### config.mk
export PLATFORM = sky130hd
export DESIGN_NAME = vls_addr_seq
export DESIGN_NICKNAME = d
export VERILOG_FILES = /design/src/rtl/vls_pkg.sv /design/src/rtl/vls_cursor.sv /design/src/rtl/vls_ea_calc.sv /design/src/rtl/vls_addr_seq.sv
export SDC_FILE = /design/constraint.sdc
export NUM_CORES = 2
export LEC_CHECK = 0
export CORE_MARGIN = 5
export CORE_UTILIZATION = 45
export CTS_BUF_LIST = sky130_fd_sc_hd__clkbuf_4 sky130_fd_sc_hd__clkbuf_8
export DETAILED_ROUTE_END_ITERATION = 10
export GPL_TIMING_DRIVEN = 0
export PLACE_DENSITY = 0.66
export SLEW_MARGIN = 5
export SYNTH_ARGS = -nofsm -noshare
export SYNTH_HDL_FRONTEND = slang
export SYNTH_SLANG_ARGS = --single-unit
### constraint.sdc
create_clock -name clk -period 15.4 [get_ports clk]
set_clock_uncertainty 0.1 [all_clocks]
set_input_delay 3.08 -clock clk [delete_from_list [all_inputs] [get_ports clk]]
set_output_delay 3.08 -clock clk [all_outputs]
set_load 0.005 [all_outputs]
### src/rtl/vls_pkg.sv
package vls_pkg;

   typedef enum logic [2:0] {
      AM_SPLAT     = 3'd0,
      AM_UNIT      = 3'd1,
      AM_ELEM      = 3'd2,
      AM_VBASE     = 3'd3,
      AM_RX        = 3'd4,
      AM_RX_STRIDE = 3'd5
   } am_e;

   localparam int unsigned CUR_SRC = 0;
   localparam int unsigned CUR_IDX = 1;
   localparam int unsigned CUR_UPD = 2;
   localparam int unsigned CUR_DST = 3;
   localparam int unsigned NUM_CUR = 4;

   function automatic am_e pick_mode(input logic rx, input logic base_vec,
                                     input logic idx_vec, input logic stride_sel,
                                     input logic rx_stride, input logic imm_nz);
      if (rx)
         return (rx_stride && !base_vec && !idx_vec) ? AM_RX_STRIDE : AM_RX;
      if (base_vec)    return AM_VBASE;
      if (!stride_sel) return AM_UNIT;
      if (imm_nz)      return AM_ELEM;
      return AM_SPLAT;
   endfunction

endpackage

### src/rtl/vls_cursor.sv
module vls_cursor #(
   parameter int unsigned VL_MAX = 64,
   localparam int unsigned CW    = $clog2(VL_MAX + 1)
) (
   input  logic              clk,
   input  logic              rst_n,
   input  logic              clear_i,
   input  logic              adv_i,
   input  logic              active_i,
   input  logic [VL_MAX-1:0] mask_i,
   input  logic [CW-1:0]     vl_i,
   output logic [CW-1:0]     pos_o,
   output logic              exhausted_o
);

   logic [CW-1:0] pos_q;
   logic [CW-1:0] hit;
   logic          found;

   always_comb begin
      found = 1'b0;
      hit   = pos_q;
      for (int p = 0; p < VL_MAX; p++) begin
         if (!found && CW'(p) >= pos_q && CW'(p) < vl_i && mask_i[p]) begin
            found = 1'b1;
            hit   = CW'(p);
         end
      end
   end

   assign pos_o       = active_i ? hit : pos_q;
   assign exhausted_o = active_i && !found;

   always_ff @(posedge clk or negedge rst_n) begin
      if (!rst_n)
         pos_q <= '0;
      else if (clear_i)
         pos_q <= '0;
      else if (adv_i && active_i && found)
         pos_q <= hit + CW'(1);
   end

endmodule

### src/rtl/vls_ea_calc.sv
module vls_ea_calc #(
   parameter int unsigned AW     = 64,
   parameter int unsigned VL_MAX = 64,
   localparam int unsigned CW    = $clog2(VL_MAX + 1)
) (
   input  vls_pkg::am_e   mode_i,
   input  logic [AW-1:0]  base_i,
   input  logic [AW-1:0]  index_i,
   input  logic [AW-1:0]  imm_i,
   input  logic [1:0]     op_size_i,
   input  logic [1:0]     src_ew_i,
   input  logic           signed_i,
   input  logic [CW-1:0]  src_pos_i,
   input  logic [CW-1:0]  dst_pos_i,
   output logic [AW-1:0]  ea_o
);
   import vls_pkg::*;

   logic [AW-1:0] idx_ext;
   logic [AW-1:0] i_w;
   logic [AW-1:0] j_w;

   always_comb begin
      case (src_ew_i)
         2'd0:    idx_ext = {{(AW-8){signed_i & index_i[7]}}, index_i[7:0]};
         2'd1:    idx_ext = {{(AW-16){signed_i & index_i[15]}}, index_i[15:0]};
         2'd2:    idx_ext = {{(AW-32){signed_i & index_i[31]}}, index_i[31:0]};
         default: idx_ext = index_i;
      endcase
   end

   assign i_w = {{(AW-CW){1'b0}}, src_pos_i};
   assign j_w = {{(AW-CW){1'b0}}, dst_pos_i};

   always_comb begin
      case (mode_i)
         AM_UNIT:      ea_o = base_i + imm_i + (i_w << op_size_i);
         AM_ELEM:      ea_o = base_i + i_w * imm_i;
         AM_RX:        ea_o = base_i + idx_ext;
         AM_RX_STRIDE: ea_o = base_i + idx_ext * j_w;
         default:      ea_o = base_i + imm_i;
      endcase
   end

endmodule

### src/rtl/vls_addr_seq.sv
module vls_addr_seq #(
   parameter int unsigned AW     = 64,
   parameter int unsigned VL_MAX = 64,
   localparam int unsigned CW    = $clog2(VL_MAX + 1),
   localparam int unsigned IW    = $clog2(VL_MAX)
) (
   input  logic              clk,
   input  logic              rst_n,
   input  logic              start_i,
   input  logic              rx_form_i,
   input  logic              base_vec_i,
   input  logic              index_vec_i,
   input  logic              dst_vec_i,
   input  logic              upd_en_i,
   input  logic              upd_vec_i,
   input  logic              stride_sel_i,
   input  logic              rx_stride_i,
   input  logic              signed_ea_i,
   input  logic [1:0]        op_size_i,
   input  logic [1:0]        src_ew_i,
   input  logic [AW-1:0]     imm_i,
   input  logic [CW-1:0]     vl_i,
   input  logic [VL_MAX-1:0] src_mask_i,
   input  logic [VL_MAX-1:0] dst_mask_i,
   output logic [IW-1:0]     base_sel_o,
   input  logic [AW-1:0]     base_data_i,
   output logic [IW-1:0]     index_sel_o,
   input  logic [AW-1:0]     index_data_i,
   output logic              busy_o,
   output logic              done_o,
   output logic              elem_valid_o,
   input  logic              elem_ready_i,
   output logic [AW-1:0]     ea_o,
   output logic [IW-1:0]     src_idx_o,
   output logic [IW-1:0]     dst_idx_o,
   output logic              upd_valid_o,
   output logic [IW-1:0]     upd_idx_o
);
   import vls_pkg::*;

   if (AW < 33) begin : g_bad_aw
      $error("vls_addr_seq: AW must be at least 33");
   end
   if (VL_MAX < 2 || VL_MAX > 64) begin : g_bad_vl
      $error("vls_addr_seq: VL_MAX must be within 2..64");
   end

   // captured command
   logic              q_rx, q_base_vec, q_idx_vec, q_dst_vec, q_upd, q_upd_vec, q_signed;
   logic [1:0]        q_op_size, q_src_ew;
   logic [AW-1:0]     q_imm;
   logic [CW-1:0]     q_vl;
   logic [VL_MAX-1:0] q_src_mask, q_dst_mask;
   am_e               q_mode;

   logic busy_q, done_q;
   logic launch, fire, empty, stop_one, finish;

   logic [NUM_CUR-1:0] cur_act;
   logic [NUM_CUR-1:0] cur_exh;
   logic [CW-1:0]      cur_pos [NUM_CUR];

   assign launch = start_i && !busy_q;

   always_ff @(posedge clk or negedge rst_n) begin
      if (!rst_n) begin
         q_rx <= 1'b0; q_base_vec <= 1'b0; q_idx_vec <= 1'b0; q_dst_vec <= 1'b0;
         q_upd <= 1'b0; q_upd_vec <= 1'b0; q_signed <= 1'b0;
         q_op_size <= '0; q_src_ew <= '0; q_imm <= '0; q_vl <= '0;
         q_src_mask <= '0; q_dst_mask <= '0; q_mode <= AM_SPLAT;
      end else if (launch) begin
         q_rx       <= rx_form_i;
         q_base_vec <= base_vec_i;
         q_idx_vec  <= index_vec_i;
         q_dst_vec  <= dst_vec_i;
         q_upd      <= upd_en_i;
         q_upd_vec  <= upd_vec_i;
         q_signed   <= signed_ea_i;
         q_op_size  <= op_size_i;
         q_src_ew   <= src_ew_i;
         q_imm      <= imm_i;
         q_vl       <= vl_i;
         q_src_mask <= src_mask_i;
         q_dst_mask <= dst_mask_i;
         q_mode     <= pick_mode(rx_form_i, base_vec_i, index_vec_i, stride_sel_i,
                                 rx_stride_i, |imm_i);
      end
   end

   assign cur_act[CUR_SRC] = q_base_vec || q_mode == AM_UNIT || q_mode == AM_ELEM;
   assign cur_act[CUR_IDX] = q_rx && q_idx_vec;
   assign cur_act[CUR_UPD] = q_upd && q_upd_vec;
   assign cur_act[CUR_DST] = q_dst_vec;

   for (genvar c = 0; c < NUM_CUR; c++) begin : g_cur
      logic [VL_MAX-1:0] msk;
      if (c == CUR_DST) begin : g_dmask
         assign msk = q_dst_mask;
      end else begin : g_smask
         assign msk = q_src_mask;
      end
      vls_cursor #(.VL_MAX(VL_MAX)) u_cur (
         .clk         (clk),
         .rst_n       (rst_n),
         .clear_i     (launch),
         .adv_i       (fire),
         .active_i    (cur_act[c]),
         .mask_i      (msk),
         .vl_i        (q_vl),
         .pos_o       (cur_pos[c]),
         .exhausted_o (cur_exh[c])
      );
   end

   assign empty    = (q_vl == '0) || (|cur_exh);
   assign stop_one = !q_dst_vec || (q_mode == AM_RX && !q_base_vec && !q_idx_vec);

   assign elem_valid_o = busy_q && !empty;
   assign fire         = elem_valid_o && elem_ready_i;
   assign finish       = busy_q && (empty || (fire && stop_one));

   always_ff @(posedge clk or negedge rst_n) begin
      if (!rst_n) begin
         busy_q <= 1'b0;
         done_q <= 1'b0;
      end else begin
         if (launch)      busy_q <= 1'b1;
         else if (finish) busy_q <= 1'b0;
         done_q <= finish;
      end
   end

   assign base_sel_o  = q_base_vec ? cur_pos[CUR_SRC][IW-1:0] : '0;
   assign index_sel_o = q_idx_vec  ? cur_pos[CUR_IDX][IW-1:0] : '0;

   vls_ea_calc #(.AW(AW), .VL_MAX(VL_MAX)) u_ea (
      .mode_i    (q_mode),
      .base_i    (base_data_i),
      .index_i   (index_data_i),
      .imm_i     (q_imm),
      .op_size_i (q_op_size),
      .src_ew_i  (q_src_ew),
      .signed_i  (q_signed),
      .src_pos_i (cur_pos[CUR_SRC]),
      .dst_pos_i (cur_pos[CUR_DST]),
      .ea_o      (ea_o)
   );

   assign busy_o      = busy_q;
   assign done_o      = done_q;
   assign src_idx_o   = cur_pos[CUR_SRC][IW-1:0];
   assign dst_idx_o   = cur_pos[CUR_DST][IW-1:0];
   assign upd_valid_o = elem_valid_o && q_upd;
   assign upd_idx_o   = cur_pos[CUR_UPD][IW-1:0];

endmodule

# After elaboration in Yosys (flattened, before gate mapping)
# Index checks and enable logic that the tools add are counted.
# totals
in_bits	344
output_inout_bits	98
regBits	243
# classes
n_mux	553
n_bitwise	3
n_shift	1
order_cmp	320
n_reduce_logical	1065
n_mul	2
n_eq_ne	6
n_addsub	9
# op_table
operator	n
two-way mux 7 bit	266
>= comparator 6 x 7 -> 1 bit (first input constant)	128
logical AND 1 bit	788
>= comparator 5 x 7 -> 1 bit (first input constant)	64
adder 64 bit	5
two-way mux 1 bit	273
zero test 1 bit	263
case mux 64 bit (4 select lines)	1
>= comparator 4 x 7 -> 1 bit (first input constant)	32
< comparator 6 x 7 -> 1 bit (first input constant)	32
case mux 64 bit (3 select lines)	1
>= comparator 3 x 7 -> 1 bit (first input constant)	16
< comparator 5 x 7 -> 1 bit (first input constant)	16
multiplier 64 x 7 -> 64 bit	1
multiplier 7 x 64 -> 64 bit	1
OR reduction 64 bit	1
<< shifter 7 x 2 -> 64 bit	1
>= comparator 1 x 7 -> 1 bit (first input constant)	8
>= comparator 2 x 7 -> 1 bit (first input constant)	8
< comparator 4 x 7 -> 1 bit (first input constant)	8
adder 7 x 1 -> 7 bit (second input constant)	4
< comparator 3 x 7 -> 1 bit (first input constant)	4
two-way mux 3 bit	8
two-way mux 6 bit	4
other kinds (13)	26

# Logic depth before layout (Yosys ltp)
# logic_depth
word_depth	331
mapped_depth	44
mapped_depth_nobuf	37

# Hierarchy
# From an unflattened synthesis, not the netlist that was laid out.
# unflattened
cells_unflattened	8677
hier_area_um2	64857.2
# by_module_without_submodules
module	n_inst	area_per_inst_um2	cells_per_inst
vls_ea_calc	1	41941.5	5477
vls_cursor (g_cur[1].u_cur ...)	3	3617.2	562
vls_addr_seq	1	8318.0	951
vls_cursor (g_cur[0].u_cur)	1	3746.1	563

# Worst setup path before layout
# OpenSTA, ideal clock, no wires.
# synth_path
path_kind	input -> output
from	input port index_data_i[7]
to	output port ea_o[63]
t_required_ns	12.220
slack_ns	2.036
arrival_time_ns	10.184
stages	32
path_cell_list	clkbuf_1 mux2i_1 nor3b_1 a21o_1 clkbuf_1 clkbuf_1 o21ai_0 inv_1 nand2_1 fa_1 inv_1 fa_1 fa_1 inv_1 fa_1 inv_1 ha_1 a21o_1 a21o_1 a21oi_1 o21ai_0 nand3_1 o311ai_0 a31oi_1 o2111ai_1 a41oi_1 o21ai_0 a21oi_1 xnor2_1 nor2_1 o41ai_2 a22oi_1
# synth_via
elab_chain_len	5
# synth_lines
element	line_no	rtl
start, declared	vls_addr_seq.sv:28	input logic [AW-1:0] index_data_i,
AND 1 bit	vls_ea_calc.sv:25	2'd0: idx_ext = {{(AW-8){signed_i & index_i[7]}}, index_i[7:0]};
case mux 64 bit (3 select lines) *	vls_ea_calc.sv:24	case (src_ew_i)
multiplier 64 x 7 -> 64 bit	vls_ea_calc.sv:40	AM_RX_STRIDE: ea_o = base_i + idx_ext * j_w;
adder 64 bit	vls_ea_calc.sv:40	
case mux 64 bit (4 select lines) *	vls_ea_calc.sv:36	case (mode_i)
end, declared	vls_addr_seq.sv:33	output logic [AW-1:0] ea_o,
# Mark *: on every way between the ends. The rest lies on a longest branch, timed or not.

# Final worst setup path
# layout_path
from	register q_vl[4]
to	output port ea_o[32]
# layout_via
elab_chain_len	323
# layout_lines
element	line_no	rtl
start, declared	vls_addr_seq.sv:52	logic [CW-1:0] q_vl;
start signal, assigned	vls_addr_seq.sv:82	q_vl <= vl_i;
< comparator 1 x 7 -> 1 bit	vls_cursor.sv:24	if (!found && CW'(p) >= pos_q && CW'(p) < vl_i && mask_i[p]) begin
logical AND 1 bit (2 in series)	vls_cursor.sv:24	
two-way mux 1 bit	vls_cursor.sv:24	
zero test 1 bit	vls_cursor.sv:24	
logical AND 1 bit (3 in series)	vls_cursor.sv:24	
two-way mux 1 bit	vls_cursor.sv:24	
zero test 1 bit	vls_cursor.sv:24	
logical AND 1 bit (3 in series)	vls_cursor.sv:24	
[... 300 more ...]	n/a	
two-way mux 1 bit	vls_cursor.sv:24	
zero test 1 bit	vls_cursor.sv:24	
logical AND 1 bit (3 in series)	vls_cursor.sv:24	
two-way mux 7 bit	vls_cursor.sv:24	
two-way mux 7 bit	vls_cursor.sv:31	assign pos_o = active_i ? hit : pos_q;
multiplier 64 x 7 -> 64 bit (tied with other cells)	vls_ea_calc.sv:40	
adder 64 bit, on equally long branches	vls_ea_calc.sv:40, vls_ea_calc.sv:37, vls_ea_calc.sv:38	
case mux 64 bit (4 select lines) *	vls_ea_calc.sv:36	
# Marks and branches as above.

==> impl_metrics.json <==
{
  "nNetsFinal": 9984,
  "max-cap-violations": 0,
  "placement.cell_area_mm2": 0.0669,
  "fp.coreArea_mm2": 0.133,
  "vias": 64700,
  "grt_first_pass_wirelength_mm": 435,
  "synth.yosys.seq_area_share": 0.101,
  "flip_flop_and_latch_count_after_synthesis": 242,
  "clk_pin_slew_worst_paths_ns": 0.07,
  "worst_slew_pin_slew_ns": 1.48,
  "slowest_cell_delay_on_critical_path_ns": 0.62,
  "detail-route-antenna-nets": 0,
  "io-pin-count": 442,
  "nFillCells": 13100,
  "netlist.area_leader.share": 0.237,
  "route.detailed.wl_per_inst_um": 29.0,
  "synth_simple_gate_area_share": 0.245,
  "ys_async_sr_fraction": 1.00,
  "worstReg2RegStart": "q_vl[4]$_DFFE_PN0P_",
  "netlist_area_mm2": 0.0600,
  "endpoint_kind": "output pin",
  "timing.setup.critical_path_class": "flip-flop to output pin",
  "whs_endpoint": "g_cur[3].msk[34]$_DFFE_PN0P_",
  "r2r-end": "g_cur[0].u_cur.pos_q[6]$_DFFE_PN0P_",
  "synth_top_family_by_area": "adder cells",
  "fin_crit_ns": 15.20,
  "count_of_pins_over_their_slew_limit": 0,
  "post-route-drc-count": 0,
  "synth_cell_type_count": 101,
  "grt_use_met2": 0.659,
  "count_of_flip_flops_with_a_built_in_enable_after_synthesis": 0,
  "slowest_cell_on_the_critical_path": "clkdlybuf4s50_1",
  "holdCritStartpoint": "g_cur[3].msk[34]$_DFFE_PN0P_",
  "area.growth.synth_to_final_pct": 15.4,
  "top_usage_layer": "met2",
  "cts-htree-levels": 2,
  "grt_max_degree": 111,
  "all_layer_gr_usage": 0.417,
  "ratio_of_final_minimum_period_to_clock_period": 0.987,
  "starting_density_of_the_core": 0.451,
  "synth_top_flop_cell": "dfrtp_1",
  "status": "complete, no violations",
  "yosys.area_share.adder": 0.297,
  "yosys.area_share.xor_xnor": 0.0407,
  "critical_path_peak_fanout": 10,
  "cts_made_buffers": 40,
  "grt_util_met3": 0.0730,
  "post_drt_via_cell_ratio": 6.19,
  "synthMuxAreaShare": 0.00617,
  "drive_gt1_frac": 0.0556,
  "cts_tree": "yes",
  "cp.arrival_ns": 12.02,
  "worstHoldPathType": "flip-flop to flip-flop",
  "setup.reg_to_reg.worst_slack_ns": 7.65,
  "ctsRootBufferMaster": "clkbuf_8",
  "totalWireLength_mm": 303,
  "io_buffers": 441,
  "highest_clock_frequency_the_design_can_meet_ghz": 0.0658,
  "final_design_area_no_fill_mm2": 0.0693,
  "gp_routability_congestion": 1.07,
  "initial_antenna_violation_count": 14,
  "grt_overflow_total": 0,
  "clk_latency_ns": 0.66,
  "drt_iter0_drc": 6692,
  "synth_compound_area_frac": 0.226,
  "synthCells": 8105,
  "buffer_depth_of_the_longest_clock_path": 3,
  "synth_warn": 0,
  "worst_hold_path_depth": 2,
  "die-width_um": 375,
  "yosys-top-cells-area": "fa_1, dfrtp_1, nand2_1",
  "number_of_detailed_route_iterations_in_the_first_pass": 9,
  "synth_fp_nets": 9446,
  "num_rows": 134,
  "ff2ff_path_depth": 19,
  "required_time_of_the_critical_path_ns": 12.22,
  "normalized_max_slew_margin": 0.0133,
  "detailedPlacementHpwl_mm": 256,
  "grt_pass1_vias": 63900,
  "timing.critical_path.from_type": "flip-flop",
  "die_h_um": 375,
  "setup_violations": 0,
  "design.die.area_mm2": 0.141,
  "synth_top_area_cell": "fa_1",
  "cts.sinks": 242,
  "timing.final.hold_violations": 0,
  "met1_track_usage_gr": 0.512,
  "avgSynthCellArea_um2": 7.40
}
[cell usage in the layout (no fill, tap or decap), types with 115 or more instances in the layout]
cell type and count:
nand3_1 176, xnor2_1 180, clkbuf_1 238, a21oi_1 518, ha_1 285, nor3_1 126
nor2_1 519, inv_1 975, a21o_1 164, o21ai_0 389, fa_1 711, nand2_1 1432
clkdlybuf4s50_1 440, o21a_1 115, and2_1 346, dfrtp_1 241
[cells in the mapped netlist, types with 30 or more instances]
library cell,count
nand2b_1,76
o2111ai_1,37
a21o_1,168
nor2_1,524
inv_1,976
o21ai_0,420
o21a_1,117
and3_1,54
xor2_1,90
nor4_1,50
a22oi_1,33
nor2b_1,55
nand4_1,60
and2_1,346
or2_2,55
nand3_1,181
fa_1,711
xnor2_1,181
a21oi_1,532
ha_1,286
o22ai_1,52
o31ai_1,33
a211oi_1,83
or3_1,56
a31oi_1,66
clkbuf_1,334
a21boi_0,30
o211ai_1,82
nand2_1,1439
nor3_1,134
o21bai_1,53
dfrtp_1,242
[worst max-delay path, delay by kind of cell (launching register included)]
kind	cells	cell delay (ns)
compound gates	13	3.57
simple gates	13	3.19
buf+inv	10	2.26
fa+ha+maj	4	1.79
flops	1	0.38
xor+xnor	1	0.14
[timing repair]
action                     4_1_cts  5_1_grt
setup endpoints to repair       58       35
pin swaps                       19       21
buffers inserted                28       24
gates resized for setup        198      157
hold buffers                     0        0
[registers in the layout, summed over array words and instances (netlist names), 2 cells and up]
signal,cells
g_cur.msk,128
q_imm,64
g_cur.u_cur.pos_q,28
q_vl,7
q_mode,2
q_op_size,2
q_src_ew,2
[logic make-up (layout without fill, tap and decap cells)]
family	after synthesis	after routing
and+or+nand+nor	3151	3151
AOI/OAI and AO/OA	2053	2053
buffers and inverters	1352	1917
adders and majority gates	997	997
xor gates and xnor gates	274	274
DFF	242	242
muxes	36	36
other	0	12
[layer usage]
layer / vias up / share of wire
met1: 31600 / 0.38
met4: 8 / 0.098
met3: 986 / 0.087
met2: 3620 / 0.44
li1: 28500 / -
met5: - / 0.00018
[worst max-delay path by stage]
stage	depth (start not counted)	to	start
6_report	41	ea_o[32]	q_vl[4]$_DFFE_PN0P_
3_3_place_gp	42	ea_o[60]	q_vl[2]$_DFFE_PN0P_
3_5_place_dp	43	ea_o[60]	q_vl[2]$_DFFE_PN0P_
5_1_grt	32	ea_o[62]	index_data_i[7]
4_1_cts	44	ea_o[63]	q_vl[4]$_DFFE_PN0P_
2_1_floorplan	32	ea_o[63]	index_data_i[7]
[final cells by class]
type                       instances  area [um2]  share of cell area
buffer                           360        1560              0.0225
tap                             1768        2210              0.0319
timing repair buffer             509        5040              0.0727
clock inverter                    14         238             0.00343
multi-input combinational       6511       49700               0.718
antenna                           12        30.0            0.000434
inverter                         979        3680              0.0531
clock buffer                      55         726              0.0105
sequential                       242        6060              0.0875
[stage by stage]
| stage | setup WS [ns] | cells | setup TNS, ns | utilization | hold WS (ns) |
|---|---|---|---|---|---|
| after floorplan | 2.04 | 8105 | 0 | - | 0.338 |
| after global placement | -4.12 | 10300 | -161.95 | 0.501 | 0.352 |
| after detailed placement | -2.76 | 10300 | -90.91 | 0.503 | 0.364 |
| after CTS | 0.00455 | 10400 | 0 | 0.516 | 0.376 |
| after global routing | -0.000984 | 10400 | -0.000984 | 0.521 | 0.397 |
| final | 0.197 | 10500 | 0 | 0.521 | 0.378 |
Power is not shown: default switching activity piles up to over one toggle a cycle in this logic, so the estimate is an artifact.
